**config.mk**
```make
export PLATFORM = sky130hd
export DESIGN_NAME = isp_flag_pins
export DESIGN_NICKNAME = d
export VERILOG_FILES = /design/src/rtl/isp_flag_pkg.sv /design/src/rtl/isp_cmd_gate.sv /design/src/rtl/isp_flag_core.sv /design/src/rtl/isp_pad_drive.sv /design/src/rtl/isp_flag_pins.sv
export SDC_FILE = /design/constraint.sdc
export NUM_CORES = 1
export LEC_CHECK = 0
export ABC_AREA = 1
export BUFFER_PORTS_ARGS = -buffer_cell sky130_fd_sc_hd__buf_4
export CORE_AREA = 3 3 40 42
export CTS_CLUSTER_DIAMETER = 200
export DETAILED_ROUTE_END_ITERATION = 10
export DIE_AREA = 0 0 43 45
export GPL_TIMING_DRIVEN = 0
export PLACE_DENSITY = 0.47
export SKIP_LAST_GASP = 1
export SLEW_MARGIN = 20
export SYNTH_ARGS = -nofsm -noshare
export SYNTH_HDL_FRONTEND = slang
export SYNTH_SLANG_ARGS = --single-unit
```
**constraint.sdc**
```tcl
create_clock -name clk -period 0.9 [get_ports clk]
set_clock_uncertainty 0.2 [all_clocks]
set_input_delay 0.18 -clock clk [delete_from_list [all_inputs] [get_ports clk]]
set_output_delay 0.18 -clock clk [all_outputs]
set_load 0.01 [all_outputs]
```
**src/rtl/isp_flag_pkg.sv**
```systemverilog
package isp_flag_pkg;

  typedef enum logic {
    DRV_PUSH_PULL  = 1'b0,
    DRV_OPEN_DRAIN = 1'b1
  } drv_mode_e;

  typedef struct packed {
    logic ext_on;
    logic err_clr;
    logic drv_set;
    logic drv_val;
    logic isc_off;
  } cmd_t;

  localparam int FLAG_PINS = 2;
  localparam int PIN_STAT  = 0;
  localparam int PIN_ERR   = 1;

endpackage

```
**src/rtl/isp_cmd_gate.sv**
```systemverilog
module isp_cmd_gate
  import isp_flag_pkg::*;
(
  input  logic pin_src_nvm,
  input  logic jtag_reg_en,
  input  logic chip_rst,
  input  cmd_t cmd_raw,
  output logic jtag_active,
  output cmd_t cmd_ok
);

  always_comb begin
    if (pin_src_nvm) jtag_active = 1'b1;
    else             jtag_active = jtag_reg_en & ~chip_rst;
  end

  always_comb begin
    cmd_ok         = cmd_raw;
    cmd_ok.ext_on  = cmd_raw.ext_on  & jtag_active;
    cmd_ok.err_clr = cmd_raw.err_clr & jtag_active;
    cmd_ok.drv_set = cmd_raw.drv_set & jtag_active;
    cmd_ok.isc_off = cmd_raw.isc_off & jtag_active;
  end

endmodule

```
**src/rtl/isp_flag_core.sv**
```systemverilog
module isp_flag_core
  import isp_flag_pkg::*;
#(
  parameter int N_BUSY = 3,
  parameter int N_FAIL = 2
) (
  input  logic              clk,
  input  logic              rst_n,
  input  logic              chip_rst,
  input  logic              pin_src_nvm,
  input  cmd_t              cmd_ok,
  input  logic [N_BUSY-1:0] busy_i,
  input  logic [N_FAIL-1:0] fail_i,
  output logic              ext_en,
  output drv_mode_e         drv_mode,
  output logic              stat_flag,
  output logic              err_flag,
  output logic              armed
);

  logic      any_busy, any_fail, cfg_wipe;
  logic      ext_nx, stat_nx, err_nx, armed_nx;
  drv_mode_e drv_nx;
  logic      ext_ce, drv_ce, err_ce, armed_ce;

  always_comb begin
    any_busy = |busy_i;
    any_fail = |fail_i;
    cfg_wipe = chip_rst & ~pin_src_nvm;
  end

  // configuration next state
  always_comb begin
    ext_ce = cfg_wipe | cmd_ok.ext_on;
    ext_nx = ~cfg_wipe;
    drv_ce = cfg_wipe | cmd_ok.drv_set;
    if (cfg_wipe)            drv_nx = DRV_PUSH_PULL;
    else if (cmd_ok.drv_val) drv_nx = DRV_OPEN_DRAIN;
    else                     drv_nx = DRV_PUSH_PULL;
  end

  // flag next state
  always_comb begin
    stat_nx  = ~any_busy;
    armed_ce = cmd_ok.isc_off | (chip_rst & armed);
    armed_nx = cmd_ok.isc_off;
    err_ce   = any_fail | cmd_ok.err_clr | (chip_rst & armed);
    err_nx   = ~any_fail;
  end

  always_ff @(posedge clk or negedge rst_n) begin
    if (!rst_n) begin
      ext_en    <= 1'b0;
      drv_mode  <= DRV_PUSH_PULL;
      stat_flag <= 1'b1;
      err_flag  <= 1'b1;
      armed     <= 1'b0;
    end else begin
      stat_flag <= stat_nx;
      if (ext_ce)   ext_en   <= ext_nx;
      if (drv_ce)   drv_mode <= drv_nx;
      if (err_ce)   err_flag <= err_nx;
      if (armed_ce) armed    <= armed_nx;
    end
  end

endmodule

```
**src/rtl/isp_pad_drive.sv**
```systemverilog
module isp_pad_drive
  import isp_flag_pkg::*;
#(
  parameter int PINS = FLAG_PINS
) (
  input  logic [PINS-1:0] flag_i,
  input  logic            ext_en,
  input  drv_mode_e       drv_mode,
  output logic [PINS-1:0] pad_o,
  output logic [PINS-1:0] pad_oe
);

  for (genvar g = 0; g < PINS; g++) begin : g_pin
    always_comb begin
      if (!ext_en) begin
        pad_o[g]  = 1'b0;
        pad_oe[g] = 1'b0;
      end else if (drv_mode == DRV_OPEN_DRAIN) begin
        pad_o[g]  = 1'b0;
        pad_oe[g] = ~flag_i[g];
      end else begin
        pad_o[g]  = flag_i[g];
        pad_oe[g] = 1'b1;
      end
    end
  end

endmodule

```
**src/rtl/isp_flag_pins.sv**
```systemverilog
module isp_flag_pins
  import isp_flag_pkg::*;
#(
  parameter int N_BUSY = 3,
  parameter int N_FAIL = 2
) (
  input  logic              clk,
  input  logic              rst_n,
  input  logic              chip_rst,
  input  logic              pin_src_nvm,
  input  logic              jtag_reg_en,
  input  logic              cmd_ext_on,
  input  logic              cmd_err_clr,
  input  logic              cmd_drv_set,
  input  logic              cmd_drv_od,
  input  logic              cmd_isc_off,
  input  logic [N_BUSY-1:0] busy_i,
  input  logic [N_FAIL-1:0] fail_i,
  output logic              stat_o,
  output logic              stat_oe,
  output logic              err_o,
  output logic              err_oe,
  output logic              jtag_active
);

  cmd_t      cmd_raw, cmd_ok;
  logic      ext_en, stat_flag, err_flag, armed;
  drv_mode_e drv_mode;
  logic [FLAG_PINS-1:0] flags, pad_o, pad_oe;

  always_comb begin
    cmd_raw.ext_on  = cmd_ext_on;
    cmd_raw.err_clr = cmd_err_clr;
    cmd_raw.drv_set = cmd_drv_set;
    cmd_raw.drv_val = cmd_drv_od;
    cmd_raw.isc_off = cmd_isc_off;
  end

  isp_cmd_gate u_gate (
    .pin_src_nvm (pin_src_nvm),
    .jtag_reg_en (jtag_reg_en),
    .chip_rst    (chip_rst),
    .cmd_raw     (cmd_raw),
    .jtag_active (jtag_active),
    .cmd_ok      (cmd_ok)
  );

  isp_flag_core #(.N_BUSY(N_BUSY), .N_FAIL(N_FAIL)) u_core (
    .clk         (clk),
    .rst_n       (rst_n),
    .chip_rst    (chip_rst),
    .pin_src_nvm (pin_src_nvm),
    .cmd_ok      (cmd_ok),
    .busy_i      (busy_i),
    .fail_i      (fail_i),
    .ext_en      (ext_en),
    .drv_mode    (drv_mode),
    .stat_flag   (stat_flag),
    .err_flag    (err_flag),
    .armed       (armed)
  );

  always_comb begin
    flags[PIN_STAT] = stat_flag;
    flags[PIN_ERR]  = err_flag;
  end

  isp_pad_drive #(.PINS(FLAG_PINS)) u_pads (
    .flag_i   (flags),
    .ext_en   (ext_en),
    .drv_mode (drv_mode),
    .pad_o    (pad_o),
    .pad_oe   (pad_oe)
  );

  always_comb begin
    stat_o  = pad_o[PIN_STAT];
    stat_oe = pad_oe[PIN_STAT];
    err_o   = pad_o[PIN_ERR];
    err_oe  = pad_oe[PIN_ERR];
  end

endmodule

```
## Yosys cells after proc, flatten, opt, wreduce, memory -nomap -nowiden

Cells that the tools add are included.
W data, S select, Z words.

| cells by class | value |
|---|---|
| bitwise gates (word level) | 19 |
| multiplexer cells | 11 |
| reductions and logical operators | 2 |

Operators by type and width:

| cell | count |
|---|---|
| $mux W1 | 11 |
| $and A1 B1 Y1 | 7 |
| $not A1 Y1 | 7 |
| $or A1 B1 Y1 | 5 |
| $reduce_or A3 Y1 | 1 |
| $reduce_or A2 Y1 | 1 |

| word-level totals | value |
|---|---|
| input port bits | 15 |
| logic and storage cells | 37 |
| output and inout port bits | 5 |
| register bits after elaboration | 5 |

## Logic depth before layout (Yosys ltp)

Gate-level depths: netlist of run 1.

| depth | value |
|---|---|
| depth after elaboration | 6 |
| depth in mapped cells | 4 |
| gate-level depth less buffers | 4 |

## Modules after synthesis

Synthesis of run 1 repeated with hierarchy kept, for this count alone.

| second synthesis, totals | value |
|---|---|
| cell total of the unflattened synthesis | 44 |
| area total of the unflattened synthesis | 297.8 um2 |

Modules (own cells, without submodules):

| module | area an instance (um2) | cells each | seq. area each (um2) | times used |
|---|---|---|---|---|
| isp_flag_core | 201.4 | 22 | 127.6 | 1 |
| isp_cmd_gate | 60.1 | 13 | 0.0 | 1 |
| isp_pad_drive | 36.3 | 9 | 0.0 | 1 |

## Worst setup path before layout of run 1

Ideal clock, no wire load.

| path | value |
|---|---|
| path type | register -> output |
| start point | register u_core.err_flag |
| end point | output port err_o |
| setup slack | -0.201 ns |
| path buffers | 0 |
| data arrival time | 0.721 ns |
| cell stages (with the launch flop) | 3 |
| data required time | 0.520 ns |
| path through | dfstp_2 inv_1 nor2_1 |

| on the way | value |
|---|---|
| word-level cells in the longest chain between the ends | 2 |

Ends and longest elaborated chain:

| item | RTL line | text |
|---|---|---|
| start: declaration | isp_flag_core.sv:17 | `output logic err_flag,` |
| start signal: assignment | isp_flag_core.sv:62 | `if (err_ce) err_flag <= err_nx;` |
| $mux W1 | isp_pad_drive.sv:18 | `end else if (drv_mode == DRV_OPEN_DRAIN) begin` |
| $mux W1 | isp_pad_drive.sv:15 | `if (!ext_en) begin` |
| end: declaration | isp_flag_pins.sv:21 | `output logic err_o,` |

Every way passes these cells.

## Worst setup path in the final report of run 1

| path | value |
|---|---|
| start point | register u_core.drv_mode |
| end point | output port err_o |

| on the way | value |
|---|---|
| word-level cells in the longest chain between the ends | 2 |

Ends and longest elaborated chain:

| item | RTL line | text |
|---|---|---|
| start: declaration | isp_flag_core.sv:15 | `output drv_mode_e drv_mode,` |
| start signal: assignment | isp_flag_core.sv:61 | `if (drv_ce) drv_mode <= drv_nx;` |
| $mux W1 | isp_pad_drive.sv:18 |  |
| $mux W1 | isp_pad_drive.sv:15 |  |

Every way passes these cells.

==> results.json, run 1 <==
{
  "status": "complete, but fails checks",
  "violations": "hold timing, setup timing",
  "clkLatencyLatePin_ns": 0.24,
  "die-width_um": 43,
  "cts_root_buffer": "clkbuf_4",
  "hold_viol": 5,
  "critical_path_required_ns": 0.52,
  "leakagePower_nw": 0.2789,
  "grt_pass1_vias": 298,
  "core_um2": 1285,
  "ir_worst_vdd_v": 0.0004567,
  "cts.htree.levels": 1,
  "clock-sinks": 5,
  "drcViolationCount": 0,
  "syn_nets": 49,
  "setup_viol": 7,
  "post_drt_wl_per_cell_um": 9.744,
  "hold_end": "u_core.stat_flag",
  "setup_tns_ns": -2.324,
  "vias": 309,
  "worstMarginPinSlew_ns": 0.1780,
  "die_h_um": 45,
  "path_class": "reg2out",
  "finalInstanceArea_um2": 555.5,
  "holdWs_ns": -0.1495,
  "multi_input_area_um2": 141.4,
  "worstHoldPathType": "in2reg",
  "clock.fmax_mhz": 723.5,
  "yosysSeqAreaShare": 0.4744,
  "worstReg2RegStart": "u_core.drv_mode",
  "cp_max_fo": 3,
  "n_antenna_cell": 0,
  "ant_nets": 0,
  "pwr_density_cell_nw_per_um2": 1334,
  "rrSetupSlack_ns": -0.23,
  "drive_above_1_share": 0.6825,
  "period_minus_slack_ns": 1.382,
  "timing.rr.end": "u_core.drv_mode",
  "reg2reg_depth": 6,
  "cp-start-kind": "flop",
  "cts_buffers": 3,
  "slew_headroom": 0.8804,
  "initial_utilization": 0.2093,
  "hpwl_um": 569.8,
  "holdBufCountCts": 1,
  "regArea_um2": 127.6,
  "final_common_cell": "buf_4",
  "gp_congestion": 0.7030,
  "grt_max_degree": 6,
  "postSynthCellCount": 34,
  "grt_pass1_wl_um": 1104,
  "die_area_um2": 1935,
  "first_iter_violations": 2,
  "boundaryPins": 20,
  "area_delta_synth_final_pct": 106.5,
  "rsz0062_at_grt": "yes",
  "final_cell_mix": "20 x buf_4, 5 x nand2_1",
  "nNetsFinal": 79,
  "report.final.slew_viol_count": 0,
  "finalWorstSetupSlack_ns": -0.4822,
  "worstHoldStart": "busy_i[0]",
  "wirelength_um": 760,
  "placed_cell_area_um2": 452.9,
  "grt_antenna_before_repair": 0,
  "end_kind": "primary output",
  "drt_pass1_iterations": 2,
  "row_count": 13,
  "holdPathStages": 2,
  "clk_pin_slew_ns": 0.05,
  "io_buffers": 19,
  "synth_seq_cells": 5,
  "grt_usage": 0.08201,
  "vias_per_cell": 3.962,
  "post-route-period-util": 1.536,
  "worstPathArrival_ns": 1.00,
  "synth_area_um2": 269.0,
  "yosys_warnings": 0,
  "cts_buffer_depth": 2,
  "tritoncts": "yes",
  "postSynthAreaPerCell_um2": 7.912,
  "grt_overflow": 0,
  "drv_cap": 0,
  "fillerInstances": 136,
  "synth.distinct_cells": 16
}
final cells by class:
class,instances,share of cell area
Sequential cell,5,0.2297
Tap cell,15,0.03378
Clock buffer,3,0.04054
Clock inverter,1,0.009009
Multi-Input combinational cell,22,0.2545
Timing Repair Buffer,25,0.3761
Inverter,7,0.05631
routing by layer:
| metal | up-vias | wire, um | global-route usage |
|---|---|---|---|
| li1 | 164 | - | - |
| met1 | 135 | 267 | 0.07824 |
| met2 | 10 | 443 | 0.1437 |
| met3 | 0 | 48 | 0.02390 |
| met4 | 0 | 0 | 0.07229 |
| met5 | - | 0 | 0 |
cells by family after synthesis:
family	Yosys count	synth area share
compound gates	8	0.1860
buf+inv	7	0.09766
simple gates	14	0.2419
flops	5	0.4744
flip-flops by register name (all words and copies together), names as in the netlist:
| register | cells |
|---|---|
| u_core.err_flag | 1 |
| u_core.drv_mode | 1 |
| u_core.armed | 1 |
| u_core.stat_flag | 1 |
| u_core.ext_en | 1 |
worst max path at each step:
stage	depth (start not counted)	startpoint	end	slack, ns
after floorplan	2	u_core.err_flag	err_o	-0.13
after global placement	4	u_core.drv_mode	err_o	-0.23
after detailed placement	4	u_core.drv_mode	err_o	-0.24
after CTS	4	u_core.drv_mode	stat_o	-0.50
after global routing	4	u_core.drv_mode	err_o	-0.55
final	4	u_core.drv_mode	err_o	-0.48
cell usage after synthesis (all sizes together):
cell type / n / area (um2)
a21boi: 1 / 7.510
a21oi: 4 / 23.77
dfrtp: 3 / 75.07
dfstp: 2 / 52.55
inv: 7 / 26.27
nand2: 7 / 28.78
nand3: 1 / 10.01
nor2: 4 / 15.01
nor3: 1 / 5.000
o21ai: 3 / 18.76
or2: 1 / 6.260
metrics by stage:
step,utilization,setup slack (ns),std cells,total power [W]
final,0.4323,-0.4822,78,0.0007410
after global routing,0.4323,-0.5529,78,0.0007898
after CTS,0.4236,-0.5041,77,0.0007487
after detailed placement,0.3525,-0.2404,68,0.0004399
after global placement,0.3525,-0.2328,68,0.0004379
after floorplan,-,-0.1289,34,0.0003476
report_power, final:
part           switching, W  internal, W  leakage [nW]
combinational     0.0000920     0.000122         0.205
clock              0.000100     0.000161        0.0177
sequential        0.0000173     0.000248        0.0563
worst max-delay path: stages (launching register included):
cell	delay [ns]
dfrtp_1	0.40
inv_2	0.09
nand2_4	0.07
nor2_4	0.10
buf_6	0.10
repair_timing:
action / 4_1_cts / 5_1_grt
endpoints found under the hold margin: 10 / 5
setup buffers: 4 / 1
pin swaps: 2 / 3
resized for setup: 8 / 2
setup endpoints to repair: 7 / 9
Note: power is estimated with default switching activity, not from simulation.
==> run 2, diff against run 1 <==
==> constraint.sdc (replaced) <==
create_clock -name clk -period 1.2 [get_ports clk]
set_clock_uncertainty 0.2 [all_clocks]
set_input_delay 0.24 -clock clk [delete_from_list [all_inputs] [get_ports clk]]
set_output_delay 0.24 -clock clk [all_outputs]
set_load 0.01 [all_outputs]
==> results.json, run 2 (synthesis results as in run 1) <==
{
  "pwr_density_cell_nw_per_um2": 1006,
  "finalWorstSetupSlack_ns": -0.2520,
  "cts_buffers": 3,
  "drcViolationCount": 0,
  "fillerInstances": 142,
  "leakagePower_nw": 0.2651,
  "gp_congestion": 0.7203,
  "io_buffers": 19,
  "die-width_um": 43,
  "setup_tns_ns": -0.8949,
  "grt_max_degree": 6,
  "intPower_w": 0.0003922,
  "cts.htree.levels": 1,
  "crit_buf_inv": 2,
  "clkLatencyLatePin_ns": 0.23,
  "die_area_um2": 1935,
  "grt_pass1_vias": 298,
  "worstHoldPathType": "in2reg",
  "die_h_um": 45,
  "n_antenna_cell": 0,
  "clk_pin_slew_ns": 0.04,
  "vias": 311,
  "boundaryPins": 20,
  "post_drt_wl_per_cell_um": 8.808,
  "place_inst": 68,
  "row_count": 13,
  "clock.fmax_mhz": 688.7,
  "slew_headroom": 0.8920,
  "violations": "setup timing",
  "area_delta_synth_final_pct": 94.42,
  "status": "complete, but fails checks",
  "cp_top_family": "flip-flops",
  "initial_utilization": 0.2093,
  "grt_antenna_before_repair": 0,
  "crit_chain": "inv_2, nor2_2, buf_4",
  "grt_usage": 0.08124,
  "end_kind": "primary output",
  "report.final.slew_viol_count": 0,
  "critPathMaxStageDelay_ns": 0.54,
  "period_minus_slack_ns": 1.452,
  "first_iter_violations": 0,
  "grt_overflow": 0,
  "finalNonFillerCells": 78,
  "critical_path_required_ns": 0.76,
  "cts_root_buffer": "clkbuf_4",
  "netSwitchingFraction": 0.2547,
  "ir_worst_vdd_v": 0.0003927,
  "path_class": "reg2out",
  "grt_pass1_wl_um": 1097,
  "post-route-period-util": 1.210,
  "drv_cap": 0,
  "setup_viol": 4,
  "clock-sinks": 5,
  "worstMarginPinSlew_ns": 0.1608,
  "hold_viol": 0,
  "hpwl_um": 569.3,
  "cp-start-kind": "flop",
  "ant_nets": 0,
  "power_frac_clock": 0.360,
  "placed_cell_area_um2": 430.4,
  "tritoncts": "yes",
  "finalInstanceArea_um2": 523.0,
  "seqPwrFrac": 0.375,
  "vias_per_cell": 3.987,
  "final_cell_mix": "21 x buf_4, 5 x nand2_1, 4 x inv_1, 4 x dlygate4sd3_1",
  "rsz0062_at_grt": "yes",
  "cp_max_fo": 3,
  "drt_pass1_iterations": 1,
  "cts_buffer_depth": 2,
  "drive_above_1_share": 0.5873,
  "wirelength_um": 687,
  "p_switching_w": 0.0001341,
  "final_common_cell": "buf_4",
  "worstPathArrival_ns": 1.01,
  "nNetsFinal": 79,
  "cp_slowest_cell": "dfstp_2",
  "core_um2": 1285,
  "combinationalPowerShare": 0.265
}
[run 2: worst paths after layout]
check                           startpoint          endpoint  slack [ns]  cells past startpoint
max in group asynchronous            rst_n  u_core.stat_flag        0.46                      2
setup / recovery           u_core.err_flag             err_o       -0.25                      3
setup reg to reg           u_core.err_flag   u_core.err_flag        0.13                      3
hold / removal                   fail_i[0]   u_core.err_flag       0.006                      3
min in group asynchronous            rst_n     u_core.ext_en        0.15                      2
hold reg to reg               u_core.armed      u_core.armed        0.36                      2
[run 2: area by class of cell]
cell class / instances / area (um2) / area share
repair buffers: 25 / 197.7 / 0.3780
clock buffers: 4 / 26.28 / 0.05024
flip-flops and latches: 5 / 127.6 / 0.2440
inverters: 7 / 26.28 / 0.05024
well taps: 15 / 18.77 / 0.03589
multi-input cells: 22 / 126.4 / 0.2416
[run 2: worst register-to-register path: cells and delay by family (launching register included)]
family,cells,cell delay (ns)
buf+inv,1,0.10
flops,1,0.54
compound gates,2,0.17
[run 2: what timing repair did]
action / 4_1_cts / 5_1_grt
gates cloned: 0 / 0
pin swaps: 1 / 3
resized for setup: 1 / 5
hold endpoints to repair: 7 / 0
endpoints found under the setup margin: 4 / 4
hold buffers: 4 / 0
setup buffers: 1 / 1
[run 2: metrics by stage]
step	worst slack (ns)	hold slack, ns	util	power [W]
after CTS	-0.2539	-0.00001066	0.3924	0.0005259
after detailed placement	-0.01056	-0.1548	0.3350	0.0003142
after floorplan	0.03921	-0.2556	-	0.0002447
after global placement	-0.01366	-0.1522	0.3350	0.0003124
after global routing	-0.3088	0.005912	0.4070	0.0005654
final	-0.2520	0.005550	0.4070	0.0005263
[run 2: power groups by stage]
stage / combinational [W] / sequential, W / clock [W]
4_1_cts: 0.000131 / 0.000196 / 0.000200
5_1_grt: 0.000155 / 0.000199 / 0.000212
3_5_place_dp: 0.000117 / 0.000197 / 0
2_1_floorplan: 0.0000499 / 0.000195 / 0
3_3_place_gp: 0.000115 / 0.000197 / 0
6_report: 0.000139 / 0.000197 / 0.000190
[run 2: layer usage]
metal | routed length, um | part of all wire | GRT usage | vias to the layer above
met4 | 23 | 0.033 | 0.09036 | 0
met1 | 264 | 0.38 | 0.08333 | 134
met2 | 354 | 0.52 | 0.1257 | 10
met5 | 0 | 0 | 0 | -
li1 | - | - | - | 165
met3 | 45 | 0.066 | 0.02390 | 2
==> run 3, diff against run 2 <==
--- a/config.mk
+++ b/config.mk
@@ -12,7 +12,8 @@
 export DETAILED_ROUTE_END_ITERATION = 10
 export DIE_AREA = 0 0 43 45
 export GPL_TIMING_DRIVEN = 0
-export PLACE_DENSITY = 0.47
+export PLACE_DENSITY = 0.48
+export RECOVER_POWER = 25
 export SKIP_LAST_GASP = 1
 export SLEW_MARGIN = 20
 export SYNTH_ARGS = -nofsm -noshare
==> results.json, run 3 (synthesis results as in run 1) <==
{
  "die-width_um": 43,
  "clock.fmax_mhz": 680.6,
  "clock-sinks": 5,
  "drv_cap": 0,
  "initial_utilization": 0.2093,
  "cp_max_fo": 2,
  "drive_above_1_share": 0.5873,
  "cts_buffers": 3,
  "gp_congestion": 0.7232,
  "crit_chain": "inv_2, nor2_2, buf_4",
  "drt_pass1_iterations": 1,
  "holdWs_ns": -0.005415,
  "boundaryPins": 20,
  "slew_headroom": 0.8150,
  "worstMarginPinSlew_ns": 0.2774,
  "tritoncts": "yes",
  "report.final.slew_viol_count": 0,
  "wirelength_um": 767,
  "post-route-period-util": 1.224,
  "die_area_um2": 1935,
  "grt_pass1_vias": 339,
  "rrSetupSlack_ns": 0.13,
  "cp_slowest_cell": "dfstp_2",
  "hpwl_um": 577.2,
  "worstHoldPathType": "in2reg",
  "cts_buffer_depth": 2,
  "violations": "hold timing, setup timing",
  "drcViolationCount": 0,
  "grt_usage": 0.1022,
  "ant_nets": 0,
  "leakagePower_nw": 0.2612,
  "row_count": 13,
  "setup_viol": 4,
  "holdBufCountCts": 4,
  "end_kind": "primary output",
  "clk_pin_slew_ns": 0.05,
  "area_delta_synth_final_pct": 93.02,
  "clkLatencyLatePin_ns": 0.24,
  "grt_antenna_before_repair": 0,
  "cts_root_buffer": "clkbuf_4",
  "cp-start-kind": "flop",
  "worstPathArrival_ns": 1.03,
  "core_um2": 1285,
  "vias_per_cell": 4.205,
  "vias": 328,
  "first_iter_violations": 0,
  "cts.htree.levels": 1,
  "nNetsFinal": 79,
  "pwr_density_cell_nw_per_um2": 1033,
  "final_cell_mix": "20 x buf_4, 5 x nand2_1, 4 x inv_2, 4 x dlygate4sd3_1",
  "period_minus_slack_ns": 1.469,
  "grt_max_degree": 6,
  "rsz0062_at_grt": "yes",
  "io_buffers": 19,
  "placed_cell_area_um2": 430.4,
  "n_antenna_cell": 0,
  "setup_tns_ns": -0.9754,
  "critical_path_required_ns": 0.76,
  "critPathMaxStageDelay_ns": 0.54,
  "finalWorstSetupSlack_ns": -0.2694,
  "status": "complete, but fails checks",
  "grt_overflow": 0,
  "finalInstanceArea_um2": 519.2,
  "hold_viol": 1,
  "path_class": "reg2out",
  "final_common_cell": "buf_4",
  "fillerInstances": 148,
  "ir_worst_vdd_v": 0.0004277,
  "grt_pass1_wl_um": 1352,
  "post_drt_wl_per_cell_um": 9.833,
  "postLayoutCoreUtil": 0.4041,
  "die_h_um": 45
}
==> run 3: cell types whose count changed in the layout (fill, tap and decap cells not counted), sizes merged <==
cell,delta
clkbuf,+1
buf,-1
==> run 3: through the flow <==
step / total power [W] / worst slack (ns) / cells
floorplan: 0.0002447 / 0.03921 / 34
global placement: 0.0003123 / -0.01723 / 68
detailed placement: 0.0003139 / -0.01388 / 68
CTS: 0.0005428 / -0.2623 / 78
global route: 0.0005837 / -0.3298 / 78
finish: 0.0005365 / -0.2694 / 78
==> run 3: worst max-delay path, delay by kind of cell, from the launching register on <==
kind                   cells  cell delay [ns]
DFF                        1             0.54
buffers and inverters      2             0.16
and+or+nand+nor            1             0.09
==> run 3: layout make-up <==
type / count / area [um2] / share of cell area
Tap cell: 15 / 18.77 / 0.03614
Inverter: 7 / 26.28 / 0.05060
Sequential cell: 5 / 127.6 / 0.2458
Clock buffer: 4 / 26.28 / 0.05060
Timing Repair Buffer: 25 / 193.9 / 0.3735
Multi-Input combinational cell: 22 / 126.4 / 0.2434
==> run 3: power by group <==
part	switching [W]	internal, W
Combinational	0.0000591	0.0000792
Clock	0.0000742	0.000126
Sequential	0.0000118	0.000186
==> run 3: timing repair <==
item	CTS	global route
gates resized for setup	3	4
setup endpoints to repair	4	4
pin swaps	3	2
setup buffers	2	0
endpoints found under the hold margin	7	1
==> run 3: worst paths after layout <==
path | endpoint | cells past startpoint | from
hold reg to reg | u_core.armed | 2 | u_core.armed
max in group asynchronous | u_core.err_flag | 2 | rst_n
min in group asynchronous | u_core.ext_en | 2 | rst_n
setup reg to reg | u_core.err_flag | 3 | u_core.err_flag
setup / recovery | stat_o | 3 | u_core.stat_flag
hold / removal | u_core.err_flag | 3 | fail_i[0]
==> run 3: per-layer routing <==
metal	vias up	global-route usage	part of all wire
met1	148	0.1176	0.40
li1	163	-	-
met5	-	0	0
met4	0	0.09036	0.022
met3	2	0.03586	0.090
met2	15	0.1497	0.49
